File: src/rtl/sdr_burst_pkg.sv
package sdr_burst_pkg;

    typedef enum logic [1:0] {
        ST_IDLE  = 2'd0,
        ST_LOCK  = 2'd1,
        ST_BURST = 2'd2
    } bst_state_t;

    typedef struct packed {
        logic       full_page;
        logic [1:0] len_log2;
        logic       interleave;
        logic [1:0] latency;
    } burst_cfg_t;

    localparam burst_cfg_t CFG_RESET = '{
        full_page:  1'b0,
        len_log2:   2'd0,
        interleave: 1'b0,
        latency:    2'd3
    };

    localparam logic [2:0] LEN_CODE_FULL = 3'd7;
    localparam logic [2:0] LAT_CODE_MIN  = 3'd2;
    localparam logic [2:0] LAT_CODE_MAX  = 3'd3;

endpackage

File: src/rtl/burst_mode_reg.sv
module burst_mode_reg
    import sdr_burst_pkg::*;
#(
    parameter int MODE_W = 7
) (
    input  logic              clk,
    input  logic              rst_n,
    input  logic              wr_en,
    input  logic [MODE_W-1:0] word,
    output burst_cfg_t        cfg,
    output logic              accept
);
    localparam int LEN_LSB  = 0;
    localparam int TYPE_BIT = 3;
    localparam int LAT_LSB  = 4;

    logic [2:0] len_code;
    logic [2:0] lat_code;
    logic       order_bit;
    logic       len_ok;
    logic       lat_ok;
    logic       combo_ok;
    burst_cfg_t decoded;

    always_comb begin
        len_code  = word[LEN_LSB +: 3];
        lat_code  = word[LAT_LSB +: 3];
        order_bit = word[TYPE_BIT];
        len_ok    = (len_code[2] == 1'b0) || (len_code == LEN_CODE_FULL);
        lat_ok    = (lat_code == LAT_CODE_MIN) || (lat_code == LAT_CODE_MAX);
        combo_ok  = !((len_code == LEN_CODE_FULL) && order_bit);
        accept    = wr_en && len_ok && lat_ok && combo_ok;

        decoded.full_page  = (len_code == LEN_CODE_FULL);
        decoded.len_log2   = len_code[1:0];
        decoded.interleave = order_bit;
        decoded.latency    = lat_code[1:0];
    end

    always_ff @(posedge clk) begin
        if (!rst_n) begin
            cfg <= CFG_RESET;
        end else if (accept) begin
            cfg <= decoded;
        end
    end


    reject_hold_chk: assert property (@(posedge clk) disable iff (!rst_n)
        (wr_en && !accept) |=> $stable(cfg));

endmodule

File: src/rtl/burst_beat_ctr.sv
module burst_beat_ctr #(
    parameter int COL_W = 9
) (
    input  logic             clk,
    input  logic             rst_n,
    input  logic             clear,
    input  logic             advance,
    output logic [COL_W-1:0] beat
);
    always_ff @(posedge clk) begin
        if (!rst_n) begin
            beat <= '0;
        end else if (clear) begin
            beat <= '0;
        end else if (advance) begin
            beat <= beat + 1'b1;
        end
    end
endmodule

File: src/rtl/burst_col_calc.sv
module burst_col_calc
    import sdr_burst_pkg::*;
#(
    parameter int COL_W = 9
) (
    input  logic [COL_W-1:0] base_col,
    input  logic [COL_W-1:0] beat,
    input  burst_cfg_t       cfg,
    output logic [COL_W-1:0] col,
    output logic             at_last
);
    logic [COL_W-1:0] mask;
    logic [COL_W-1:0] low_seq;
    logic [COL_W-1:0] low_xor;

    always_comb begin
        if (cfg.full_page) begin
            mask = '1;
        end else begin
            mask = ~({COL_W{1'b1}} << cfg.len_log2);
        end
        low_seq = (base_col + beat) & mask;
        low_xor = (base_col ^ beat) & mask;
        col     = (base_col & ~mask) | (cfg.interleave ? low_xor : low_seq);
        at_last = !cfg.full_page && (beat == mask);
    end
endmodule

File: src/rtl/burst_col_gen.sv
module burst_col_gen
    import sdr_burst_pkg::*;
#(
    parameter int COL_W      = 9,
    parameter int MODE_W     = 7,
    parameter int MRD_CYCLES = 2
) (
    input  logic              clk,
    input  logic              rst_n,
    input  logic              mode_wr,
    input  logic [MODE_W-1:0] mode_word,
    input  logic              start,
    input  logic [COL_W-1:0]  start_col,
    input  logic              stop,
    output logic [COL_W-1:0]  col_out,
    output logic              col_valid,
    output logic              col_last,
    output logic [1:0]        rd_latency
);
    localparam int LOCK_W = $clog2(MRD_CYCLES + 1);
    localparam logic [LOCK_W-1:0] LOCK_LOAD = LOCK_W'(MRD_CYCLES - 1);

    bst_state_t       state;
    bst_state_t       state_nxt;
    burst_cfg_t       cfg;
    logic             mode_try;
    logic             mode_acc;
    logic             start_take;
    logic             beat_adv;
    logic             at_last;
    logic [LOCK_W-1:0] lock_cnt;
    logic [COL_W-1:0] base_col;
    logic [COL_W-1:0] beat;
    logic [COL_W-1:0] calc_col;

    assign mode_try = mode_wr && (state != ST_BURST);

    burst_mode_reg #(.MODE_W(MODE_W)) u_mode (
        .clk    (clk),
        .rst_n  (rst_n),
        .wr_en  (mode_try),
        .word   (mode_word),
        .cfg    (cfg),
        .accept (mode_acc)
    );

    burst_beat_ctr #(.COL_W(COL_W)) u_beat (
        .clk     (clk),
        .rst_n   (rst_n),
        .clear   (start_take),
        .advance (beat_adv),
        .beat    (beat)
    );

    burst_col_calc #(.COL_W(COL_W)) u_calc (
        .base_col (base_col),
        .beat     (beat),
        .cfg      (cfg),
        .col      (calc_col),
        .at_last  (at_last)
    );

    // Next-state and transition decode
    always_comb begin
        state_nxt  = state;
        start_take = 1'b0;
        beat_adv   = 1'b0;
        unique case (state)
            ST_IDLE: begin
                if (mode_acc) begin
                    state_nxt = ST_LOCK;
                end else if (start && !stop) begin
                    state_nxt  = ST_BURST;
                    start_take = 1'b1;
                end
            end
            ST_LOCK: begin
                if (mode_acc) begin
                    state_nxt = ST_LOCK;
                end else if (lock_cnt <= LOCK_W'(1)) begin
                    state_nxt = ST_IDLE;
                end
            end
            ST_BURST: begin
                if (stop) begin
                    state_nxt = ST_IDLE;
                end else if (start) begin
                    start_take = 1'b1;
                end else if (at_last) begin
                    state_nxt = ST_IDLE;
                end else begin
                    beat_adv = 1'b1;
                end
            end
            default: begin
                state_nxt = ST_IDLE;
            end
        endcase
    end

    // State register
    always_ff @(posedge clk) begin
        if (!rst_n) begin
            state <= ST_IDLE;
        end else begin
            state <= state_nxt;
        end
    end

    always_ff @(posedge clk) begin
        if (!rst_n) begin
            lock_cnt <= '0;
            base_col <= '0;
        end else begin
            if (mode_acc) begin
                lock_cnt <= LOCK_LOAD;
            end else if ((state == ST_LOCK) && (lock_cnt != '0)) begin
                lock_cnt <= lock_cnt - 1'b1;
            end
            if (start_take) begin
                base_col <= start_col;
            end
        end
    end

    // Outputs
    always_comb begin
        col_valid  = (state == ST_BURST);
        col_out    = calc_col;
        col_last   = col_valid && at_last;
        rd_latency = cfg.latency;
    end


    first_beat_chk: assert property (@(posedge clk) disable iff (!rst_n)
        start_take |=> (col_valid && (col_out == $past(start_col))));


    lockout_chk: assert property (@(posedge clk) disable iff (!rst_n)
        mode_acc |=> !col_valid ##1 !col_valid);


    after_last_chk: assert property (@(posedge clk) disable iff (!rst_n)
        (col_last && !start && !stop) |=> !col_valid);


    stop_end_chk: assert property (@(posedge clk) disable iff (!rst_n)
        stop |=> !col_valid);


    full_step_chk: assert property (@(posedge clk) disable iff (!rst_n)
        (col_valid && cfg.full_page && !start && !stop)
            |=> (col_valid && (col_out == $past(col_out) + 1'b1)));


    cfg_stable_chk: assert property (@(posedge clk) disable iff (!rst_n)
        col_valid |-> $stable(cfg));


    latency_legal_chk: assert property (@(posedge clk) disable iff (!rst_n)
        (rd_latency == 2'd2) || (rd_latency == 2'd3));

endmodule

File: config.mk
export PLATFORM = sky130hd
export DESIGN_NAME = burst_col_gen
export DESIGN_NICKNAME = d
export VERILOG_FILES = /design/src/rtl/sdr_burst_pkg.sv /design/src/rtl/burst_mode_reg.sv /design/src/rtl/burst_beat_ctr.sv /design/src/rtl/burst_col_calc.sv /design/src/rtl/burst_col_gen.sv
export SDC_FILE = /design/constraint.sdc
export NUM_CORES = 1
export LEC_CHECK = 0
export BUFFER_PORTS_ARGS = -buffer_cell sky130_fd_sc_hd__buf_4
export CAP_MARGIN = 0
export CORE_ASPECT_RATIO = 0.8
export CORE_MARGIN = 8
export CORE_UTILIZATION = 54
export CTS_CLUSTER_SIZE = 24
export DETAILED_ROUTE_END_ITERATION = 6
export PLACE_DENSITY = 0.78
export SLEW_MARGIN = 5
export SYNTH_ARGS = -nofsm -noshare
export SYNTH_HDL_FRONTEND = slang
export SYNTH_SLANG_ARGS = --single-unit
File: constraint.sdc
create_clock -name clk -period 3 [get_ports clk]
set_clock_uncertainty 0.1 [all_clocks]
set_input_delay 0.15 -clock clk [delete_from_list [all_inputs] [get_ports clk]]
set_output_delay 0.15 -clock clk [all_outputs]
set_load 0.02 [all_outputs]
-- Word-level counts from Yosys, hierarchy flattened
Cells that the tools add are included.
- output and inout bits: 13
- bits of input ports: 21
- logic and storage cells: 75
- register bits: 28
- shift operators: 1
- muxes and demuxes: 21
- $lt $le $gt $ge: 1
- eq/ne operators: 11
- reduce and logical (&&, ||, !) cells: 20
- bitwise logic cells: 9
- add/sub/neg operators: 3
- operators with widths (kind ; count):
    $and 9x9->9 ; 3
    $mux 9 ; 2
    $not 9->9 ; 2
    $mux 2 ; 7
    $mux 1 ; 10
    $add 9x1->9 const B ; 1
    $add 9x9->9 ; 1
    $eq 9x9->1 ; 1
    $logic_and 1x1->1 ; 9
    $ne 3x3->1 const B ; 3
    $or 9x9->9 ; 1
    $shl 9x2->9 const A ; 1
    $xor 9x9->9 ; 1
    $eq 3x2->1 const B ; 2
    $pmux 2 s3 ; 1
    $reduce_and 4->1 ; 1
    $reduce_bool 2->1 ; 2
    $reduce_or 2->1 ; 2
    $eq 3x3->1 const B ; 1
    $logic_not 1->1 ; 3
    $ne 3x2->1 const B ; 1
    $eq 2x1->1 const B ; 1
    $eq 2x2->1 const B ; 1
    $le 2x1->1 const B ; 1
    6 further kinds ; 8

-- Depth between registers and ports, before layout
Gate-level depths: netlist (run 1).
- depth in word-level cells: 9
- mapped depth: 8
- depth with buffers taken out: 7

-- By module
A second synthesis (run 1) with hierarchy kept.
- cells, all modules: 216
- area total of the unflattened synthesis: 1911.8 um^2
- by module, submodules not included (module ; instances ; cells an instance ; area an instance (um^2) ; seq. area each (um^2)):
    burst_col_calc ; 1 ; 81 ; 626.9 ; 0.0
    burst_col_gen ; 1 ; 68 ; 608.1 ; 260.2
    burst_beat_ctr ; 1 ; 44 ; 411.6 ; 180.2
    burst_mode_reg ; 1 ; 23 ; 265.3 ; 120.1

-- Worst setup path after synthesis (run 1)
Ideal clock, no wire load.
- kind: register -> output
- start point: register u_beat.beat[0]
- end point: output col_out[8]
- cell stages (with the launch flop): 8
- setup slack: 562 ps
- arrival time: 2188 ps
- cell sequence: dfxtp_1 ha_1 fa_1 a211oi_1 o32ai_1 a31oi_1 mux2i_1 xor2_1
- longest elaborated chain between the ends: 4
- ends and longest elaborated chain (what ; line ; text):
    start, declared ; burst_beat_ctr.sv:8 ; output logic [COL_W-1:0] beat
    start signal, assigned ; burst_beat_ctr.sv:16 ; beat <= beat + 1'b1;
    $add 9x9->9 ; burst_col_calc.sv:22 ; low_seq = (base_col + beat) & mask;
    $and 9x9->9 ; burst_col_calc.sv:22 ;
    $mux 9 ; burst_col_calc.sv:24 ; col = (base_col & ~mask) | (cfg.interleave ? low_xor : low_seq);
    $or 9x9->9 ; burst_col_calc.sv:24 ;
    end, declared ; burst_col_gen.sv:15 ; output logic [COL_W-1:0] col_out,
No other way between the ends.

-- Worst setup path in the final report (run 1)
Same ends and word-level chain as after synthesis.

==> key figures, run 1 <==
GRT
  – Gr ovfl total: 0
  – Largest net degree at the start of global routing: 20
  – Initial antenna violation count: 0
  – Global-route wire length before repair: approximately 6400 um
  – Overall Global Routing Usage: 0.149
  – Vias in the first global route: approximately 1400

Synthesis
  – Ys flop type: dfxtp_1
  – Register bit total from synthesis: 28
  – Cells after Synth: 200
  – Syn nets: between 200 and 250
  – Mapped Area: roughly 1700 um2
  – Largest cells by area after synthesis: dfxtp_1 32%, ha_1 7.9%, mux2i_1 6.4%
  – Area share of the largest cell type after synthesis: 0.324
  – Syn avg cell area: 8.66 um2
  – Ys async rst share: 0
  – Post-synth EDFFs: 0
  – Post-synth top area cell: dfxtp_1
  – Ys Warns: 0
  – Synth cell types: 46
  – Seq/Total Area, Yosys: 0.324

Die
  – Row count: 18
  – Die height: roughly 67 um
  – Boundary Pins: 34
  – Starting density of the core: 0.561
  – Die ar.: between 5000 and 6000 um2
  – Core Region: ~3000 um2
  – Die W: around 79 um

Final layout
  – Final Cell Area: approximately 2100 um2
  – Layout fillers: about 260
  – ANT cells: 0
  – Layout cells sized above 1: 0.198
  – Fin cells: ~270
  – Layout area overhead: 19.1%
  – Nets: 266

Worst setup path
  – Kind of end point of the critical path: output pin
  – Required time of the critical path: between 2 and 3 ns
  – R2r endpoint: u_beat.beat[0]$_SDFFE_PP0P_
  – Critical Path Start Type: register
  – RR Startpoint: state[0]$_SDFFE_PN0P_
  – R2R setup slack: 0.83 ns
  – Critical path class: register to output pin
  – Reg2reg path depth: 6
  – Crit path arrival time: between 2 and 3 ns
  – CP max FO: 6

Place
  – Dpl cell area: 1990 um2
  – Dpl cells: around 270
  – Gp weighted congestion: about 0.81
  – DPL Wire Length: approximately 2900 um
  – Port bufs: 33

STA
  – Hold WS: about 0.03 ns
  – Achievable Freq: approximately 0.34 GHz
  – Final Hold Vio Count: 0
  – Worst-margin pin slew: roughly 0.61 ns
  – Final Max Tran Viols: 0
  – Period utilization: 0.972
  – Period minus WS final: 2.92 ns
  – Setup violators final: 0
  – Slew headroom: 0.592
  – Setup TNS: 0 ns
  – RSZ-0062 raised after global routing: false

Power
  – Clock power share: 0.319
  – Internal: 555 uW
  – Net Sw Power: around 180 uW
  – Pwr dens: 357 nW/um2
  – Power Total: ~740 uW
  – Static Leak: approximately 0.00085 uW
  – Worst vdd ir: approximately 250 uV
  – Seq pwr share: 0.530
  – Logic pwr share: 0.151
  – Switching Fraction: 0.247

Run
  – MaxCap Viol Count: 0

Routing
  – Drt first pass iters: 4
  – Final ANT Viol Nets: 0
  – 1st-iter DRT viols: between 90 and 100
  – Detailed-route wire length per cell: about 14 um
  – DRC Markers: 0
  – Routed via count: around 1500
  – Final Routed Wirelength: ~3800 um
  – Number of vias per cell: between 5 and 6

Status
  – Outcome: completed

Clocking
  – Max H-tree Level: 1
  – Postcts setup bufs: 0
  – Clk buf depth: 2
  – Clock root cell: clkbuf_8
  – Clk sinks: 28
  – CTS buffer count: 3
  – TritonCTS clock tree: done
  – Worst-path clk slew: around 0.09 ns
  – Clk_lat worst skew: roughly 0.28 ns

Hold path
  – Hold Path Depth: 3
  – Hold Startpoint: start_col[3]
  – Hold Path End: base_col[3]$_SDFFE_PN0P_
  – Hold WC Path Type: input pin to register
## flip-flops by register name, summed over array words and instances (netlist names)
signal,cells
base_col,9
lock_cnt,2
state,2
u_beat.beat,9
u_mode.cfg,6
## final cells by class
class / count / area, um2 / area share
Sequential cell: 28 / 561 / 0.272
Multi-Input combinational cell: 159 / 1100 / 0.536
Tap cell: 40 / 50.0 / 0.0243
Timing Repair Buffer: 36 / 273 / 0.132
Inverter: 5 / 18.8 / 0.00910
Clock buffer: 4 / 55.1 / 0.0267
## stage by stage
| stage | utilization | worst slack, ns |
|---|---|---|
| global route | 0.668 | 0.0348 |
| detailed placement | 0.646 | 0.382 |
| floorplan | - | 0.562 |
| CTS | 0.667 | 0.0375 |
| global placement | 0.646 | 0.452 |
| finish | 0.668 | 0.0836 |
## layout by cell type, fill, tap and decap left out, types with 4 or more instances in the layout
cell      synthesis  routed
buf_4             2      35
dfxtp_1          28      28
nor2_1           21      21
nand2_1          19      19
xnor2_1          11      11
mux2i_1          11      11
ha_1             11      11
nor2b_1          10      10
a21oi_1           8       8
o21ai_0           6       6
xor2_1            5       5
nor3_1            5       5
inv_1             4       4
nand3_1           4       4
a21boi_0          4       4
clkbuf_8          0       4
## routing by layer
| metal | vias to the layer above | track usage | share of wire |
|---|---|---|---|
| met5 | - | 0 | 0 |
| met4 | 0 | 0.0346 | 0.0067 |
| met3 | 5 | 0.0578 | 0.074 |
| met2 | 31 | 0.238 | 0.46 |
| met1 | 684 | 0.184 | 0.46 |
| li1 | 772 | - | - |
## worst max-delay path: stages, from the launching register on
cell,delay (ns)
dfxtp_1,0.38
ha_1,0.25
fa_1,0.43
a211oi_2,0.28
o32ai_1,0.16
a31oi_1,0.23
mux2i_1,0.32
xor2_1,0.18
buf_4,0.16
## synth_stat cells, types with 2 or more instances
cell,n
o21a_1,2
o31ai_1,3
a2111oi_0,2
o211ai_1,2
nand3_1,4
nor3b_1,2
or3_1,2
o21bai_1,2
a21boi_0,4
a21oi_1,8
mux2i_1,11
xor2_1,5
ha_1,11
o21ai_0,6
inv_1,4
buf_4,2
mux2_2,2
buf_6,2
nor2b_1,10
xnor2_1,11
nand2b_1,3
a31oi_1,3
nor3_1,5
nor2_1,21
nand4_1,2
dfxtp_1,28
clkbuf_1,4
nand2_1,19
a211oi_1,3
## power groups by stage
stage / Sequential, uW / Clock [uW] / Combinational, uW
6_report: 391 / 235 / 111
5_1_grt: 392 / 255 / 123
4_1_cts: 391 / 241 / 112
3_5_place_dp: 399 / 0 / 110
3_3_place_gp: 399 / 0 / 109
2_1_floorplan: 396 / 0 / 68.2
## how the worst max path moves through the flow
stage | to | slack (ns) | depth (start not counted) | from
6_report | col_out[8] | 0.08 | 8 | u_beat.beat[0]$_SDFFE_PP0P_
5_1_grt | col_out[8] | 0.03 | 8 | u_beat.beat[0]$_SDFFE_PP0P_
4_1_cts | col_out[8] | 0.04 | 8 | u_beat.beat[0]$_SDFFE_PP0P_
3_5_place_dp | col_out[8] | 0.38 | 8 | u_beat.beat[0]$_SDFFE_PP0P_
3_3_place_gp | col_out[8] | 0.45 | 8 | u_beat.beat[0]$_SDFFE_PP0P_
2_1_floorplan | col_out[8] | 0.56 | 7 | u_beat.beat[0]$_SDFFE_PP0P_
## what timing repair did
item | CTS | global route
hold buffers | 1 | 0
resized for setup | 0 | 1
endpoints found under the setup margin | 0 | 1
hold endpoints to repair | 1 | 0
## cell families after synthesis
| family | share of synthesized area |
|---|---|
| adder cells (fa/ha/maj) | 0.0910 |
| multiplexers | 0.0766 |
| XOR/XNOR | 0.0809 |
| AND/OR/NAND/NOR | 0.225 |
| AO/OA/AOI/OAI | 0.161 |
| buffers and inverters | 0.0412 |
| flip-flops | 0.324 |
Note: power is estimated with default switching activity, not from simulation.
==> inputs of run 2 (changes only) <==
CTS_BUF_LIST = sky130_fd_sc_hd__clkbuf_8   (was default)
RECOVER_POWER = 50   (was default)
==> key figures, run 2 (same netlist as run 1, synthesis figures left out) <==
Status
  – Outcome: completed

Place
  – Dpl cell area: 1990 um2 (unchanged)
  – Gp weighted congestion: 0.808 (unchanged)
  – DPL Wire Length: 2890 um (unchanged)
  – Port bufs: 33 (unchanged)
  – Dpl cells: 267 (unchanged)

Clocking
  – Clock root cell: clkbuf_8
  – Clk_lat worst skew: 0.28 ns (about the same)
  – Clk sinks: 28 (unchanged)
  – Max H-tree Level: 1 (unchanged)
  – TritonCTS clock tree: done
  – CTS buffer count: 3 (unchanged)
  – Clk buf depth: 2 (unchanged)
  – Worst-path clk slew: 0.09 ns (about the same)

Power
  – Seq pwr share: 0.532 (+0.002)
  – Static Leak: 0.000827 uW (-2.5%)
  – Worst vdd ir: 247 uV (-0.83%)
  – Internal: 552 uW (-0.49%)
  – Logic pwr share: 0.147 (-0.004)
  – Net Sw Power: 181 uW (-0.19%)
  – Pwr dens: 360 nW/um2 (+0.68%)
  – Clock power share: 0.320 (about the same)
  – Switching Fraction: 0.247 (+0.000552)
  – Power Total: 734 uW (-0.42%)

STA
  – Achievable Freq: 0.345 GHz (+0.52%)
  – Period minus WS final: 2.90 ns (-0.0151 ns)
  – Final Max Tran Viols: 0 (unchanged)
  – Slew headroom: 0.595 (+0.00342)
  – RSZ-0062 raised after global routing: false
  – Worst-margin pin slew: 0.607 ns (-0.00513 ns)
  – Setup TNS: 0 ns (unchanged)
  – Period utilization: 0.967 (-0.00503)
  – Final Hold Vio Count: 0 (unchanged)
  – Setup violators final: 0 (unchanged)

Routing
  – Final Routed Wirelength: 3760 um (+0.13%)
  – 1st-iter DRT viols: 94 (unchanged)
  – DRC Markers: 0 (unchanged)
  – Drt first pass iters: 4 (unchanged)
  – Detailed-route wire length per cell: 13.8 um (+0.13%)
  – Number of vias per cell: 5.47 (-0.27%)
  – Final ANT Viol Nets: 0 (unchanged)
  – Routed via count: 1488 (-0.27%)

Final layout
  – Layout cells sized above 1: 0.168 (-0.0302)
  – ANT cells: 0 (unchanged)
  – Commonest non-fill, non-tap cell in the layout: buf_4
  – Layout area overhead: 17.8%
  – Biggest regs: base_col (9), u_beat.beat (9), u_mode.cfg (6)
  – Layout fillers: 271 (+3.0%)
  – Final Cell Area: 2040 um2 (-1.1%)
  – Fin util: 0.661 (-0.00730)
  – Fin cells: 272 (unchanged)
  – Commonest non-fill, non-tap cells in the layout: 29 x buf_4, 28 x dfxtp_1, 21 x nor2_1, 19 x nand2_1
  – Nets: 266 (unchanged)

Die
  – Boundary Pins: 34 (unchanged)
  – Starting density of the core: 0.561 (unchanged)
  – Die W: 79.3 um (unchanged)
  – Die height: 66.7 um (unchanged)
  – Die ar.: 5290 um2 (unchanged)
  – Row count: 18 (unchanged)
  – Core Region: 3090 um2 (unchanged)

Worst setup path
  – Critical path class: register to output pin
  – Critical Path Start Type: register
  – Required time of the critical path: 2.75 ns (about the same)
  – CP max FO: 6 (unchanged)
  – Kind of end point of the critical path: output pin
  – Crit path arrival time: 2.65 ns (-0.02 ns)

GRT
  – Gr ovfl total: 0 (unchanged)
  – Global-route wire length before repair: 6400 um (unchanged)
  – Vias in the first global route: 1393 (unchanged)
  – Initial antenna violation count: 0 (unchanged)
  – Overall Global Routing Usage: 0.149 (unchanged)
  – Largest net degree at the start of global routing: 20 (unchanged)

Hold path
  – Hold WC Path Type: input pin to register

Run
  – MaxCap Viol Count: 0 (unchanged)
==> run 2: final timing paths <==
| kind | start | to | slack (ns) | cells past startpoint |
|---|---|---|---|---|
| hold / removal | start_col[3] | base_col[3]$_SDFFE_PN0P_ | 0.03 | 3 |
| setup reg to reg | state[0]$_SDFFE_PN0P_ | u_beat.beat[0]$_SDFFE_PP0P_ | 0.82 | 6 |
| setup / recovery | u_beat.beat[0]$_SDFFE_PP0P_ | col_out[8] | 0.1 | 8 |
| hold reg to reg | u_mode.cfg[1]$_SDFFE_PN1P_ | u_mode.cfg[1]$_SDFFE_PN1P_ | 0.35 | 1 |
==> run 2: critical path, stage by stage (launching register included) <==
cell and delay (ns):
dfxtp_1 0.38, ha_1 0.25, fa_1 0.43, a211oi_2 0.28, o32ai_1 0.16, a31oi_1 0.23, mux2i_1 0.31, xor2_1 0.18
buf_4 0.16
==> run 2: layout make-up <==
class                           count  area (um2)  area share
Sequential cell                    28         561       0.275
Timing Repair Buffer               36         250       0.123
Clock buffer                        4        55.1      0.0270
Tap cell                           40        50.0      0.0245
Inverter                            5        18.8     0.00920
Multi-Input combinational cell    159        1100       0.542
==> run 2: metal layers <==
metal	wire length [um]	vias up	part of all wire	global-route usage
met5	0	-	0	0
met4	26	0	0.0069	0.0346
met3	287	5	0.076	0.0578
met2	1700	29	0.45	0.238
met1	1740	681	0.46	0.184
li1	-	773	-	-
==> run 2: what timing repair did <==
| item | 4_1_cts | 5_1_grt |
|---|---|---|
| hold buffers | 1 | 0 |
| endpoints found under the hold margin | 1 | 0 |
| buffers inserted | 0 | 0 |
| resized for setup | 0 | 1 |
| endpoints found under the setup margin | 0 | 1 |
==> run 2: power groups by stage <==
stage               clock (uW)  combinational, uW  sequential, uW
floorplan                    0               68.2             396
global placement             0                109             399
detailed placement           0                110             399
CTS                        241                112             391
global route               255                120             392
finish                     235                108             391
==> run 2: stage by stage <==
stage / setup WS (ns) / hold slack [ns]
final: 0.0987 / 0.0291
after global routing: 0.0348 / 0.0389
after CTS: 0.0375 / 0.0286
after detailed placement: 0.382 / 0.269
after global placement: 0.452 / 0.264
after floorplan: 0.562 / 0.174
